<file path="config.mk">
export PLATFORM = sky130hd
export DESIGN_NAME = vlsa_adder
export DESIGN_NICKNAME = d
export VERILOG_FILES = /design/src/rtl/vlsa_pkg.sv /design/src/rtl/vlsa_spec_core.sv /design/src/rtl/vlsa_err_detect.sv /design/src/rtl/vlsa_corrector.sv /design/src/rtl/vlsa_adder.sv
export SDC_FILE = /design/constraint.sdc
export NUM_CORES = 1
export LEC_CHECK = 0
export BUFFER_PORTS_ARGS = -buffer_cell sky130_fd_sc_hd__buf_4
export CORE_AREA = 2 2 70 59
export DETAILED_ROUTE_END_ITERATION = 8
export DIE_AREA = 0 0 72 61
export PLACE_DENSITY = 0.82
export SLEW_MARGIN = 20
export SYNTH_ARGS = -nofsm -noshare
export SYNTH_HDL_FRONTEND = slang
export SYNTH_SLANG_ARGS = --single-unit
export TNS_END_PERCENT = 10
</file>
<file path="constraint.sdc">
create_clock -name clk -period 1.8 [get_ports clk]
set_input_delay 0.36 -clock clk [delete_from_list [all_inputs] [get_ports clk]]
set_output_delay 0.36 -clock clk [all_outputs]
set_load 0.01 [all_outputs]
</file>
<file path="src/rtl/vlsa_pkg.sv">
package vlsa_pkg;

  typedef enum logic [1:0] {
    ST_IDLE = 2'd0,
    ST_CORR = 2'd1,
    ST_OUT  = 2'd2
  } vlsa_state_e;

endpackage

</file>
<file path="src/rtl/vlsa_spec_core.sv">
module vlsa_spec_core #(
  parameter int WIDTH = 16,
  parameter int SEG   = 4,
  parameter int OVL   = 2,
  localparam int NSEG = WIDTH / SEG
) (
  input  logic [WIDTH-1:0] a,
  input  logic [WIDTH-1:0] b,
  output logic [WIDTH-1:0] spec_sum,
  output logic [NSEG-1:0]  spec_c,
  output logic [NSEG-1:0]  true_c
);

  for (genvar i = 0; i < NSEG; i++) begin : g_seg
    if (i == 0) begin : g_low
      assign spec_c[i] = 1'b0;
      assign true_c[i] = 1'b0;
    end else begin : g_hi
      localparam int LW = i * SEG;
      logic [LW:0] lo_sum;
      assign lo_sum    = {1'b0, a[LW-1:0]} + {1'b0, b[LW-1:0]};
      assign true_c[i] = lo_sum[LW];
      if (OVL > 0) begin : g_win
        logic [OVL:0] win_sum;
        assign win_sum   = {1'b0, a[LW-1 -: OVL]} + {1'b0, b[LW-1 -: OVL]};
        assign spec_c[i] = win_sum[OVL];
      end else begin : g_nowin
        assign spec_c[i] = 1'b0;
      end
    end
    assign spec_sum[i*SEG +: SEG] = a[i*SEG +: SEG] + b[i*SEG +: SEG]
                                  + {{(SEG-1){1'b0}}, spec_c[i]};
  end

endmodule

</file>
<file path="src/rtl/vlsa_err_detect.sv">
module vlsa_err_detect #(
  parameter int NSEG = 4,
  parameter int DW   = 3
) (
  input  logic [NSEG-1:0] spec_c,
  input  logic [NSEG-1:0] true_c,
  input  logic            full,
  input  logic [DW-1:0]   depth,
  output logic [NSEG-1:0] fix,
  output logic            need_corr,
  output logic            exact
);

  logic [NSEG-1:0] err;
  logic [NSEG-1:0] mask;

  for (genvar i = 0; i < NSEG; i++) begin : g_det
    assign err[i]  = true_c[i] & ~spec_c[i];
    assign mask[i] = full | (depth > DW'(i));
  end

  assign fix       = err & mask;
  assign need_corr = |fix;
  assign exact     = ~|(err & ~mask);

endmodule

</file>
<file path="src/rtl/vlsa_corrector.sv">
module vlsa_corrector #(
  parameter int WIDTH = 16,
  parameter int SEG   = 4,
  localparam int NSEG = WIDTH / SEG
) (
  input  logic [WIDTH-1:0] spec_sum,
  input  logic [NSEG-1:0]  fix,
  output logic [WIDTH-1:0] corr_sum
);

  for (genvar i = 0; i < NSEG; i++) begin : g_fix
    assign corr_sum[i*SEG +: SEG] = spec_sum[i*SEG +: SEG]
                                  + {{(SEG-1){1'b0}}, fix[i]};
  end

endmodule

</file>
<file path="src/rtl/vlsa_adder.sv">
module vlsa_adder #(
  parameter int WIDTH = 16,
  parameter int SEG   = 4,
  parameter int OVL   = 2,
  localparam int NSEG = WIDTH / SEG,
  localparam int DW   = $clog2(NSEG + 1)
) (
  input  logic             clk,
  input  logic             rst_n,
  input  logic             in_valid,
  output logic             in_ready,
  input  logic [WIDTH-1:0] in_a,
  input  logic [WIDTH-1:0] in_b,
  input  logic             mode_full,
  input  logic [DW-1:0]    depth,
  output logic             out_valid,
  input  logic             out_ready,
  output logic [WIDTH-1:0] out_sum,
  output logic             out_exact,
  output logic             corr_en
);
  import vlsa_pkg::*;

  vlsa_state_e     state;
  logic [WIDTH-1:0] spec_sum;
  logic [NSEG-1:0]  spec_c;
  logic [NSEG-1:0]  true_c;
  logic [NSEG-1:0]  fix;
  logic             need_corr;
  logic             exact;
  logic [WIDTH-1:0] corr_sum;
  logic [WIDTH-1:0] res_sum;
  logic             res_exact;
  logic [NSEG-1:0]  fix_q;
  logic             full_q;
  logic             accept;

  vlsa_spec_core #(.WIDTH(WIDTH), .SEG(SEG), .OVL(OVL)) u_core (
    .a(in_a), .b(in_b), .spec_sum(spec_sum), .spec_c(spec_c), .true_c(true_c)
  );

  vlsa_err_detect #(.NSEG(NSEG), .DW(DW)) u_det (
    .spec_c(spec_c), .true_c(true_c), .full(mode_full), .depth(depth),
    .fix(fix), .need_corr(need_corr), .exact(exact)
  );

  vlsa_corrector #(.WIDTH(WIDTH), .SEG(SEG)) u_corr (
    .spec_sum(res_sum), .fix(fix_q), .corr_sum(corr_sum)
  );

  assign in_ready  = (state == ST_IDLE);
  assign accept    = in_valid & in_ready;
  assign corr_en   = (state == ST_CORR);
  assign out_valid = (state == ST_OUT);
  assign out_sum   = res_sum;
  assign out_exact = res_exact;

  always_ff @(posedge clk or negedge rst_n) begin
    if (!rst_n) begin
      state     <= ST_IDLE;
      res_sum   <= '0;
      res_exact <= 1'b0;
      fix_q     <= '0;
      full_q    <= 1'b0;
    end else begin
      unique case (state)
        ST_IDLE: if (accept) begin
          res_sum   <= spec_sum;
          res_exact <= exact;
          fix_q     <= fix;
          full_q    <= mode_full;
          state     <= need_corr ? ST_CORR : ST_OUT;
        end
        ST_CORR: begin
          res_sum <= corr_sum;
          state   <= ST_OUT;
        end
        ST_OUT: if (out_ready) state <= ST_IDLE;
        default: state <= ST_IDLE;
      endcase
    end
  end

endmodule

</file>
==> summary.md, run 1 <==
| Metric | Value |
|---|---|
| IO Count | `60` |
| Clock Path Buffers | `2` |
| Fin crit period | `1.91 ns` |
| Top FF cell, synth | `dfrtp_1` |
| Vias in the first global route | `1726` |
| Clk_lat worst skew | `0.26 ns` |
| Syn Area/Cell | `9.65 um^2` |
| Cts bufs inserted | `3` |
| Initial antenna violation count | `0` |
| Largest net degree at the start of global routing | `23` |
| Drt drc | `0` |
| RSZ-0062 raised after global routing | `true` |
| Grt total ovfl | `0` |
| Routed via count | `1753` |
| Max-cap viol count | `0` |
| CP Class | `in2reg` |
| DR pass1 iterations | `4` |
| Sequential element share of the synthesized area | `30.5%` |
| Area delta synth->final | `43.5%` |
| Number of enable flip-flop cells after synthesis | `0` |
| First-pass GRT wire length | `8.07 mm` |
| Die ar. | `4390 um^2` |
| Most frequent cells in the layout | `buf_4 (76), dfrtp_1 (22), ha_1 (15)` |
| WP data arrival | `2.12 ns` |
| Req. time, crit path | `2.01 ns` |
| Hold/Removal Path Class | `in2reg` |
| Routability Congestion | `0.858` |
| FMAX | `523 MHz` |
| Worst reg2reg setup slack | `0.21 ns` |
| Crit share post-route | `106%` |
| Final worst setup slack | `-0.113 ns` |
| Clk_skew | `0.00259 ns` |
| Final hold vios | `0` |
| IO Port Bufs | `59` |
| Design Power | `2.57 mW` |
| Rel. slew slack | `69.5%` |
| Outcome | `finished with violations` |
| Antenna diodes | `0` |
| Nets | `332` |
| Pwr Density | `992 nW/um^2` |
| Violated checks | `setup timing` |
| Post-CTS Setup Repair Bufs | `0` |
| Peak VDD IR | `0.000411 V` |
| Most common library cell in the layout ignoring fill and taps | `buf_4` |
| Wire per inst | `16.1 um` |
| Antenna viol nets, final | `0` |
| Final slew viol count | `0` |
| Global Route Usage Sum | `23.8%` |
| Net Count, Synth | `254` |
| Critical Path Start Type | `input pin` |
| Syn Std Cell Area | `1810 um^2` |
| Yosys reg bits | `22` |
| Die height | `61 um` |
| Final WL | `4.95 mm` |
| CP Capture Type | `flip-flop` |
| Clock Sinks | `22` |
| Initial Util | `49.1%` |
| Final setup TNS | `-0.397 ns` |
| Reg clk slew, reported paths | `0.08 ns` |
| Leakage | `1.19 nW` |
| Die width | `72 um` |
| Setup violators final | `6` |
| Post-route design area | `2590 um^2` |
| HPWL after DPL | `3.80 mm` |
| Cells after synthesis | `187` |
| CTS tree | `done` |
| Post-synthesis cell type count | `40` |
| Root Buffer | `clkbuf_8` |
| # H-tree levels | `1` |
| Post-synth ARST share | `100%` |
| Layout cell share with drive strength beyond 1 | `41.8%` |
| Core ar. | `3680 um^2` |
| Ys Warns | `0` |
| Placed Area | `2470 um^2` |
| First DRT Iteration DRCs | `164` |
| Vias per inst | `5.71` |
| CP max FO | `3` |
| Worst-Margin Slew | `0.453 ns` |
| Num rows | `20` |
==> worst paths after layout <==
| kind | start | to | cells after the start |
|---|---|---|---|
| worst max-delay path | in_a[7] | out_sum[10]$_DFFE_PN0P_ | 10 |
| worst min-delay path | out_ready | state[1]$_DFFE_PN0P_ | 4 |
| worst max register to register | state[1]$_DFFE_PN0P_ | out_sum[7]$_DFFE_PN0P_ | 5 |
| worst min register to register | out_sum[3]$_DFFE_PN0P_ | out_sum[3]$_DFFE_PN0P_ | 2 |
| max in group asynchronous | rst_n | state[1]$_DFFE_PN0P_ | 2 |
| min in group asynchronous | rst_n | out_sum[12]$_DFFE_PN0P_ | 2 |
==> cell usage after synthesis (all sizes together) (3+ instances only) <==
| cell | count | area [um^2] |
|---|---|---|
| fa | 7 | 140 |
| a21oi | 13 | 65.1 |
| o21ai | 16 | 80.1 |
| o21a | 5 | 37.5 |
| nand3 | 8 | 40.0 |
| buf | 3 | 16.3 |
| inv | 10 | 37.5 |
| nand2 | 13 | 51.3 |
| clkbuf | 3 | 11.3 |
| ha | 20 | 250 |
| o22ai | 5 | 31.3 |
| a31oi | 3 | 18.8 |
| xor2 | 4 | 35.0 |
| a21o | 5 | 37.5 |
| xnor2 | 4 | 35.0 |
| nor2 | 10 | 37.5 |
| a22oi | 11 | 82.6 |
| dfrtp | 22 | 551 |
| o211ai | 6 | 45.0 |
==> kinds of logic after synthesis <==
| group | share of synthesized area, % |
|---|---|
| DFF | 30.5 |
| and+or+nand+nor | 10.1 |
| adders and majority gates | 21.6 |
| buffers and inverters | 3.60 |
| AOI/OAI and AO/OA | 28.5 |
| muxes | 1.80 |
| xor gates and xnor gates | 3.88 |
==> per-stage QoR <==
stage	cells	hold WS, ns	util, %	worst slack (ns)
2_1_floorplan	187	0.0644	-	-0.239
3_3_place_gp	303	0.264	67.2	-0.432
3_5_place_dp	303	0.265	67.2	-0.496
4_1_cts	307	0.409	69.8	-0.119
5_1_grt	307	0.430	70.4	-0.198
6_report	307	0.410	70.4	-0.113
==> timing repair <==
| action | in CTS | in global routing |
|---|---|---|
| hold buffers | 1 | 0 |
| resized for setup | 12 | 9 |
| endpoints found under the hold margin | 22 | 0 |
| endpoints found under the setup margin | 12 | 11 |
| pin swaps | 9 | 2 |
==> power breakdown <==
group	total, mW	switching, mW	internal, mW	leakage [nW]
combinational	1.32	0.614	0.704	0.903
clock	0.306	0.157	0.149	0.0216
sequential	0.946	0.253	0.693	0.266
total	2.57	1.02	1.55	1.19
==> registers in the layout (all words and copies together) (netlist names) <==
| signal | count |
|---|---|
| fix_q | 3 |
| out_exact | 1 |
| out_sum | 16 |
| state | 2 |
==> metal layers <==
metal,global-route usage [%],wire (um),vias up
met5,0,0,-
met4,4.85,24,0
met3,3.16,325,2
met2,38.9,2440,70
met1,34.2,2160,822
li1,-,-,859
==> final cells by class <==
type                       count  area [um^2]
timing repair buffer          79          607
sequential                    22          551
fill                         275         1090
multi-input combinational    149         1300
inverter                      10         37.5
tap                           44         55.1
clock buffer                   3         41.3
==> critical path, cell delays in order <==
cell and delay (ns):
buf_8 0.10, ha_4 0.24, a21oi_4 0.15, inv_2 0.06, fa_2 0.35, fa_2 0.35
xor2_1 0.17, o22ai_1 0.09, o21ai_1 0.12, o21a_1 0.12
(Power assumes the default switching activity.)
==> run 2, diff against run 1 <==
Settings changed: CORE_AREA 2 2 70 59 to 2 2 68 57, DIE_AREA 0 0 72 61 to 0 0 70 59, GPL_TIMING_DRIVEN set to 1, PLACE_DENSITY 0.82 to 0.87, SKIP_LAST_GASP set to 1.
Clock period 1.8 ns to 2.3 ns, I/O delays scaled along.
==> run 2 against run 1 <==
Net effect: the flow now finishes without violations; non-clock buffer count is 7 lower; via count is 1.8% higher; core utilization is 2.0 points higher; global-route usage is 0.86 points lower; die area is 6.0% lower; sequential share of layout area is 1.3 points higher.
==> summary.md, run 2 (synthesis gave the netlist of run 1 again) <==
| Metric | Value |
|---|---|
| Global Route Usage Sum | `22.9%` |
| Final worst setup slack | `0.131 ns` |
| Die height | `59 um` |
| Most common library cell in the layout ignoring fill and taps | `buf_4` |
| Routability Congestion | `0.869` |
| Vias in the first global route | `1710` |
| CP max FO | `2` |
| Drt drc | `0` |
| Final WL | `4.48 mm` |
| WP buf/inv | `1` |
| Worst path depth | `9` |
| Worst R2R End | `out_sum[7]$_DFFE_PN0P_` |
| Slowest cell on crit path | `fa_1` |
| Req. time, crit path | `2.45 ns` |
| Pre-CTS WS | `-0.155 ns` |
| Final slew viol count | `0` |
| Reg clk slew, reported paths | `0.08 ns` |
| Worst reg2reg setup slack | `0.67 ns` |
| CP delay by family, top | `compound AO/OA/AOI/OAI gates` |
| Vias per inst | `5.97` |
| CTS tree | `done` |
| Largest net degree at the start of global routing | `23` |
| First DRT Iteration DRCs | `166` |
| Setup violators final | `0` |
| Initial Util | `53.5%` |
| Area delta synth->final | `35.4%` |
| Layout cell share with drive strength beyond 1 | `34.6%` |
| Fillers | `283` |
| Reg area | `551 um^2` |
| FMAX | `461 MHz` |
| Outcome | `finished clean` |
| Worst-Margin Slew | `0.518 ns` |
| IO Count | `60` |
| Final hold vios | `0` |
| HPWL after DPL | `3.72 mm` |
| Grt total ovfl | `0` |
| Cts bufs inserted | `3` |
| Core ar. | `3380 um^2` |
| Clock Sinks | `22` |
| Die width | `70 um` |
| Wire per inst | `15.0 um` |
| CP Capture Type | `flip-flop` |
| Root Buffer | `clkbuf_8` |
| Max-cap viol count | `0` |
| Antenna diodes | `0` |
| Most frequent cells in the layout | `buf_4 (72), dfrtp_1 (22), ha_1 (19)` |
| Peak VDD IR | `0.000391 V` |
| Clock Path Buffers | `2` |
| Routed via count | `1784` |
| Worst reg2reg path depth | `5` |
| Critical-path cell list | `buf_4, ha_1, a21o_1, fa_1, a21o_1, a21oi_1, xnor2_1, a21oi_1, o221a_2` |
| First-pass GRT wire length | `7.54 mm` |
| Initial antenna violation count | `0` |
| Leakage | `1.16 nW` |
| Max FFs per register | `16` |
| Final Util | `72.4%` |
| Clk_skew | `0.00436 ns` |
| Num rows | `19` |
| Fin crit period | `2.17 ns` |
| IO Port Bufs | `59` |
| DR pass1 iterations | `4` |
| Hold/Removal Path Class | `in2async` |
| # H-tree levels | `1` |
| RSZ-0062 raised after global routing | `false` |
| Hold-fix buffers, CTS | `0` |
| Nets | `325` |
| Antenna viol nets, final | `0` |
| WP data arrival | `2.32 ns` |
| Pwr Density | `805 nW/um^2` |
| Critical Path Start Type | `input pin` |
| Crit share post-route | `94.3%` |
| CP Class | `in2reg` |
| Die ar. | `4130 um^2` |
| Rel. slew slack | `65.4%` |
| Largest stage delay on the critical path | `0.43 ns` |
| Footprint of the multi-input gates | `1210 um^2` |
| Worst r2r src | `state[1]$_DFFE_PN0P_` |
| Clk_lat worst skew | `0.26 ns` |
==> run 2: worst max-delay path by stage <==
stage	slack [ns]	startpoint	endpoint
floorplan	0.05	in_a[11]	out_sum[14]$_DFFE_PN0P_
CTS	0.11	in_a[11]	out_sum[14]$_DFFE_PN0P_
detailed placement	-0.16	in_a[11]	out_sum[14]$_DFFE_PN0P_
global placement	-0.11	in_a[11]	out_sum[14]$_DFFE_PN0P_
finish	0.13	in_a[11]	out_sum[15]$_DFFE_PN0P_
global route	0.05	in_a[11]	out_sum[14]$_DFFE_PN0P_
==> run 2: area by class of cell <==
type	instances	share of cell area (%)
multi-input combinational	149	49.4
sequential	22	22.5
timing repair buffer	72	22.1
clock buffer	4	2.25
tap	42	2.15
inverter	10	1.54
==> run 2: routing by layer <==
metal	vias to the layer above	track usage [%]	wire length [um]
met4	0	5.77	48
met5	-	0	0
met2	73	40.3	2280
met3	8	4.93	349
li1	847	-	-
met1	856	29.3	1800
==> run 2: worst register-to-register path: cells and delay by family (launching register included) <==
family | cells | cell delay (ns)
and+or+nand+nor | 2 | 0.61
DFF | 1 | 0.49
AOI/OAI and AO/OA | 2 | 0.26
buffers and inverters | 1 | 0.13
==> run 2: power by group <==
| part | total (mW) | switching, mW | internal (mW) |
|---|---|---|---|
| clock network | 0.273 | 0.120 | 0.153 |
| logic | 0.960 | 0.450 | 0.510 |
| registers | 0.735 | 0.192 | 0.543 |
==> run 2: timing repair <==
| action | 4_1_cts | 5_1_grt |
|---|---|---|
| setup buffers | 0 | 0 |
| setup endpoints to repair | 0 | 1 |
| resized for setup | 0 | 1 |
==> run 2: through the flow <==
step	instances	setup TNS [ns]	total power [mW]	instance area (um^2)	hold WS [ns]
2_1_floorplan	187	0	1.22	1820	0.164
3_3_place_gp	295	-0.246	1.65	2390	0.362
3_5_place_dp	295	-0.568	1.70	2390	0.364
4_1_cts	299	0	1.97	2440	0.0760
5_1_grt	299	0	2.12	2440	0.0808
6_report	299	0	1.97	2440	0.0709
